===== src/rtl/spi_pin_pkg.sv =====
package spi_pin_pkg;

  // Combined role and data wiring style
  typedef enum logic [1:0] {
    WIRE_SLV_QUAD = 2'b00,
    WIRE_SLV_MONO = 2'b01,
    WIRE_MST_QUAD = 2'b10,
    WIRE_MST_MONO = 2'b11
  } wire_mode_e;

  // How the select pad is used
  typedef enum logic [1:0] {
    SEL_SLAVE_IN = 2'b00,
    SEL_GPIO     = 2'b01,
    SEL_DRIVE    = 2'b10,
    SEL_FAULT_IN = 2'b11
  } sel_use_e;

  typedef struct packed {
    logic mosi_out;
    logic mosi_oe;
    logic miso_out;
    logic miso_oe;
    logic sck_out;
    logic sck_oe;
  } pad_drive_t;

  function automatic wire_mode_e wire_mode(input logic master, input logic bidir);
    return wire_mode_e'({master, bidir});
  endfunction

endpackage


===== src/rtl/spi_rst_sync.sv =====
module spi_rst_sync #(
  parameter int STAGES = 2
) (
  input  logic clk,
  input  logic rst_n,
  output logic rst_sync_n
);
  logic [STAGES-1:0] rel_q;
  logic [STAGES-1:0] rel_d;

  always_comb begin
    rel_d = {rel_q[STAGES-1:0], 1'b1} >> 0;
    rel_d = (STAGES > 1) ? {rel_q, 1'b1} : 1'b1;
  end

  always_ff @(posedge clk or negedge rst_n) begin
    if (!rst_n) rel_q <= '0;
    else        rel_q <= rel_d;
  end

  assign rst_sync_n = rel_q[STAGES-1];
endmodule


===== src/rtl/spi_ss_sync.sv =====
module spi_ss_sync #(
  parameter int STAGES = 2
) (
  input  logic clk,
  input  logic rst_n,
  input  logic d,
  output logic q
);
  logic [STAGES-1:0] chain_q;
  logic [STAGES:0]   chain_ext;

  assign chain_ext = {chain_q, d};

  for (genvar g = 0; g < STAGES; g++) begin : g_stage
    always_ff @(posedge clk or negedge rst_n) begin
      if (!rst_n) chain_q[g] <= 1'b1;
      else        chain_q[g] <= chain_ext[g];
    end
  end

  assign q = chain_q[STAGES-1];
endmodule


===== src/rtl/spi_data_route.sv =====
module spi_data_route
  import spi_pin_pkg::*;
(
  input  wire_mode_e mode,
  input  logic       bidir_oe,
  input  logic       slave_sel,
  input  logic       fault,
  input  logic       eng_sdo,
  input  logic       eng_sck,
  input  logic       pad_mosi_in,
  input  logic       pad_miso_in,
  output pad_drive_t drive,
  output logic       eng_sdi
);
  pad_drive_t raw;

  always_comb begin
    raw          = '0;
    raw.sck_out  = eng_sck;
    raw.mosi_out = eng_sdo;
    raw.miso_out = eng_sdo;
    eng_sdi      = 1'b0;
    unique case (mode)
      WIRE_MST_QUAD: begin
        raw.mosi_oe = 1'b1;
        raw.sck_oe  = 1'b1;
        eng_sdi     = pad_miso_in;
      end
      WIRE_MST_MONO: begin
        raw.mosi_oe = bidir_oe;
        raw.sck_oe  = 1'b1;
        eng_sdi     = pad_mosi_in;
      end
      WIRE_SLV_QUAD: begin
        raw.miso_oe = slave_sel;
        eng_sdi     = pad_mosi_in;
      end
      WIRE_SLV_MONO: begin
        raw.miso_oe = bidir_oe;
        eng_sdi     = pad_miso_in;
      end
      default: ;
    endcase
  end

  always_comb begin
    drive = raw;
    if (fault) begin
      drive.mosi_oe = 1'b0;
      drive.miso_oe = 1'b0;
      drive.sck_oe  = 1'b0;
    end
  end
endmodule


===== src/rtl/spi_ss_ctrl.sv =====
module spi_ss_ctrl
  import spi_pin_pkg::*;
(
  input  logic clk,
  input  logic rst_n,
  input  logic master,
  input  logic fault_en,
  input  logic ss_out_en,
  input  logic busy,
  input  logic ss_sync,
  output logic ss_out,
  output logic ss_oe,
  output logic released,
  output logic slave_sel,
  output logic fault
);
  sel_use_e use_c;
  logic     fault_q;
  logic     fault_d;
  logic     fault_ce;

  always_comb begin
    if (!master)        use_c = SEL_SLAVE_IN;
    else if (!fault_en) use_c = SEL_GPIO;
    else if (ss_out_en) use_c = SEL_DRIVE;
    else                use_c = SEL_FAULT_IN;
  end

  // Next state: sticky while watching SS, cleared on leaving that use
  always_comb begin
    fault_d  = (use_c == SEL_FAULT_IN) && (fault_q || !ss_sync);
    fault_ce = (fault_d != fault_q);
  end

  always_ff @(posedge clk or negedge rst_n) begin
    if (!rst_n)        fault_q <= 1'b0;
    else if (fault_ce) fault_q <= fault_d;
  end

  always_comb begin
    ss_oe     = (use_c == SEL_DRIVE) && !fault_q;
    ss_out    = (use_c == SEL_DRIVE) ? !busy : 1'b1;
    released  = (use_c == SEL_GPIO);
    slave_sel = (use_c == SEL_SLAVE_IN) && !ss_sync;
  end

  assign fault = fault_q;
endmodule


===== src/rtl/spi_pin_steer.sv =====
module spi_pin_steer
  import spi_pin_pkg::*;
#(
  parameter int SS_SYNC_STAGES  = 2,
  parameter int RST_SYNC_STAGES = 2
) (
  input  logic clk,
  input  logic rst_n,
  input  logic cfg_master,
  input  logic cfg_bidir,
  input  logic cfg_bidir_oe,
  input  logic cfg_fault_en,
  input  logic cfg_ss_out_en,
  input  logic eng_busy,
  input  logic eng_sdo,
  input  logic eng_sck,
  output logic eng_sdi,
  output logic eng_sck_rx,
  output logic eng_slave_sel,
  input  logic pad_mosi_in,
  output logic pad_mosi_out,
  output logic pad_mosi_oe,
  input  logic pad_miso_in,
  output logic pad_miso_out,
  output logic pad_miso_oe,
  input  logic pad_sck_in,
  output logic pad_sck_out,
  output logic pad_sck_oe,
  input  logic pad_ss_in,
  output logic pad_ss_out,
  output logic pad_ss_oe,
  output logic ss_released,
  output logic mode_fault
);
  logic       rst_int_n;
  logic       ss_sync;
  logic       fault;
  logic       slave_sel;
  pad_drive_t drive;

  spi_rst_sync #(.STAGES(RST_SYNC_STAGES)) u_rst_sync (
    .clk(clk), .rst_n(rst_n), .rst_sync_n(rst_int_n)
  );

  spi_ss_sync #(.STAGES(SS_SYNC_STAGES)) u_ss_sync (
    .clk(clk), .rst_n(rst_int_n), .d(pad_ss_in), .q(ss_sync)
  );

  spi_ss_ctrl u_ss_ctrl (
    .clk(clk), .rst_n(rst_int_n),
    .master(cfg_master), .fault_en(cfg_fault_en), .ss_out_en(cfg_ss_out_en),
    .busy(eng_busy), .ss_sync(ss_sync),
    .ss_out(pad_ss_out), .ss_oe(pad_ss_oe), .released(ss_released),
    .slave_sel(slave_sel), .fault(fault)
  );

  spi_data_route u_route (
    .mode(wire_mode(cfg_master, cfg_bidir)),
    .bidir_oe(cfg_bidir_oe), .slave_sel(slave_sel), .fault(fault),
    .eng_sdo(eng_sdo), .eng_sck(eng_sck),
    .pad_mosi_in(pad_mosi_in), .pad_miso_in(pad_miso_in),
    .drive(drive), .eng_sdi(eng_sdi)
  );

  assign pad_mosi_out  = drive.mosi_out;
  assign pad_mosi_oe   = drive.mosi_oe;
  assign pad_miso_out  = drive.miso_out;
  assign pad_miso_oe   = drive.miso_oe;
  assign pad_sck_out   = drive.sck_out;
  assign pad_sck_oe    = drive.sck_oe;
  assign eng_sck_rx    = pad_sck_in;
  assign eng_slave_sel = slave_sel;
  assign mode_fault    = fault;
endmodule


===== config.mk =====
export PLATFORM = sky130hd
export DESIGN_NAME = spi_pin_steer
export DESIGN_NICKNAME = d
export VERILOG_FILES = /design/src/rtl/spi_pin_pkg.sv /design/src/rtl/spi_rst_sync.sv /design/src/rtl/spi_ss_sync.sv /design/src/rtl/spi_data_route.sv /design/src/rtl/spi_ss_ctrl.sv /design/src/rtl/spi_pin_steer.sv
export SDC_FILE = /design/constraint.sdc
export NUM_CORES = 1
export LEC_CHECK = 0
export CAP_MARGIN = 5
export CORE_AREA = 8 8 45 47
export CTS_CLUSTER_SIZE = 8
export DETAILED_ROUTE_END_ITERATION = 8
export DIE_AREA = 0 0 53 55
export GPL_TIMING_DRIVEN = 1
export MAX_ROUTING_LAYER = met4
export SYNTH_ARGS = -nofsm -noshare
export SYNTH_HDL_FRONTEND = slang
export SYNTH_SLANG_ARGS = --single-unit

===== constraint.sdc =====
create_clock -name clk -period 1.35 [get_ports clk]
set_input_delay 0.135 -clock clk [delete_from_list [all_inputs] [get_ports clk]]
set_output_delay 0.135 -clock clk [all_outputs]
set_load 0.02 [all_outputs]

==> flow_metrics.tcl <==
set metrics [dict create \
    synth_compound_area_share_pct 4.53 \
    drive_gt1_share_pct 42.4 \
    crit_fanout 2 \
    area_growth_pct 86.4 \
    portBuffers 19 \
    die_w_um 53 \
    drv_cap 0 \
    cp-start-kind "flop" \
    grt_pass1_vias 301 \
    grt_max_degree 7 \
    ys_ff_latch 5 \
    clock_latency_ns 0.24 \
    drcViolationCount 0 \
    crit_buf_inv 1 \
    final_cells 75 \
    synth_fp_nets 49 \
    hold_viol 0 \
    path_class "reg -> out" \
    grt_use_total_pct 6.03 \
    firstDrtPassIters 2 \
    grt_pass1_wl_um 1240 \
    num_io_pins 27 \
    fmax_mhz 733 \
    path_cells "or3b_1 -> a21oi_2 -> buf_4" \
    post_drt_wl_per_cell_um 10.1 \
    finalNetCount 78 \
    place_worst_setup_slack_ns -0.649 \
    first_iter_violations 2 \
    synth.avg_cell_area_um2 9.81 \
    synthTopCellsByArea "dfrtp_1, dfstp_2, ha_1" \
    skew_ns 0.00734 \
    ir_drop_v 0.000454 \
    cts_buffer_depth 2 \
    fin_hold_ws_ns 0.0386 \
    clk_pin_slew_worst_paths_ns 0.05 \
    critPathTopFamily "flip-flops" \
    r2r_slack_ns 0.45 \
    outcome "finished, violations left" \
    fin_crit_sh_pct 101 \
    start_util_pct 22.0 \
    viasPerCell 3.97 \
    synth_area_um2 304 \
    placed_cells 71 \
    num_rows 14 \
    arrival_ns 1.23 \
    die_h_um 55 \
    power_leakage_nw 0.280 \
    yosysWarnings 0 \
    yosysTopAreaCellShare_pct 24.7 \
    yosys.area_share.simple_pct 19.8 \
    synthAdderAreaFrac_pct 16.5 \
    hpwl_um 635 \
    synth_cells 31 \
    final_cell_mix "buf_4, clkdlybuf4s50_1, nor2_1, dlygate4sd2_1, clkbuf_2" \
    worst_slack_ns -0.0141 \
    yosysUniqueCellTypes 16 \
    num_vias 298 \
    muxShareOfSynthArea_pct 3.70 \
    cts_sinks 5 \
    end_kind "output pin" \
    rsz0062_at_grt "true" \
    ant_nets 0 \
    wirelength_um 758 \
    setup_violations 1 \
    numCtsBuffers 3 \
    final_core_util_pct 41.0 \
    globalRouteOverflowTotal 0 \
    core-area_um2 1380 \
    gp_congestion 0.743 \
    critical-path-max-stage-delay_ns 0.36 \
    synth_seq_area_share_pct 42.0 \
    layout_commonest_cell "buf_4" \
    power_density_nw_per_um2 823 \
    yosys.area_share.xor_xnor_pct 0 \
    violations "negative setup slack" \
    postCtsSetupBuffers 0 \
    ctsHtreeMaxLevel 1 \
    cts_root_buf "clkbuf_4" \
    slowest_stage "dfstp_2" \
    hp-class "reg -> async" \
    fp.dieArea_um2 2920 \
    antenna_found_initial 0 \
    num_antenna_cells 0 \
    synth_top_family_by_area "simple AND/OR/NAND/NOR gates" \
    netlist.top_cell.by_area "dfrtp_1" \
    cp.required_ns 1.22 \
    period_needed_ns 1.36 \
    cts_tree "yes" \
    drv_slew 0 \
]
[path summary, 6_finish.rpt]
kind | from | to | cells past startpoint
max | u_ss_sync.q$_DFF_PN1_ | pad_miso_oe | 3
min | u_rst_sync.rel_q[1]$_DFF_PN0_ | u_ss_ctrl.fault$_DFFE_PN0P_ | 0
max reg2reg | u_ss_sync.q$_DFF_PN1_ | u_ss_ctrl.fault$_DFFE_PN0P_ | 3
min reg2reg | u_rst_sync.rel_q[1]$_DFF_PN0_ | u_ss_ctrl.fault$_DFFE_PN0P_ | 0
max in group asynchronous | u_rst_sync.rel_q[1]$_DFF_PN0_ | u_ss_sync.chain_ext[1]$_DFF_PN1_ | 0
min in group clk | eng_sck | pad_sck_out | 0
[area by class of cell]
cell class                      instances  area [µm²]
Fill cell                             138         817
Timing Repair Buffer                   28         230
Inverter                                2        7.51
Multi-Input combinational cell         20         155
Tap cell                               16        20.0
Sequential cell                         5         128
Clock buffer                            4        26.3
[routing by layer]
metal	GRT usage, %	vias to the layer above	wire, µm
met3	5.61	2	153
met4	3.02	0	10
met2	7.23	21	263
li1	-	151	-
met1	6.41	124	330
met5	-	-	0
[Yosys cell counts]
master   count
a21oi_2      1
nor2b_1      1
buf_4        4
nand4_1      1
ha_1         4
dfstp_2      2
conb_1       1
inv_1        2
nand2_1      2
nor3b_1      1
dfrtp_1      3
mux2_2       1
nor3_1       1
nor2_1       5
a21oi_1      1
or3b_1       1
[sequential cells by signal, summed over array words and instances (netlist names)]
signal               flops
u_ss_sync.chain_ext      1
u_rst_sync.rel_q         2
u_ss_sync.q              1
u_ss_ctrl.fault          1
[timing repair]
action,in CTS,in global routing
resized for setup,28,5
setup endpoints to repair,9,5
pin swaps,1,0
hold buffers,0,0
[per-stage QoR]
step | area (µm²) | TNS (ns) | power [mW]
floorplan | 304 | 0 | 0.228
global placement | 552 | -3.27 | 0.299
detailed placement | 552 | -3.31 | 0.299
CTS | 584 | -0.0270 | 0.479
global route | 567 | -0.0852 | 0.498
finish | 567 | -0.0141 | 0.466
[report_power, final]
part / internal (mW) / total (mW) / switching, mW
clock network: 0.112 / 0.175 / 0.0635
logic: 0.0719 / 0.128 / 0.0560
registers: 0.160 / 0.163 / 0.00336
total: 0.344 / 0.466 / 0.123
[cells by family after synthesis]
group	after synthesis
simple gates	12
flops	5
mux	1
fa+ha+maj	4
compound gates	2
other cells	1
buf+inv	6
No activity file was read; power rests on OpenSTA's default activity.
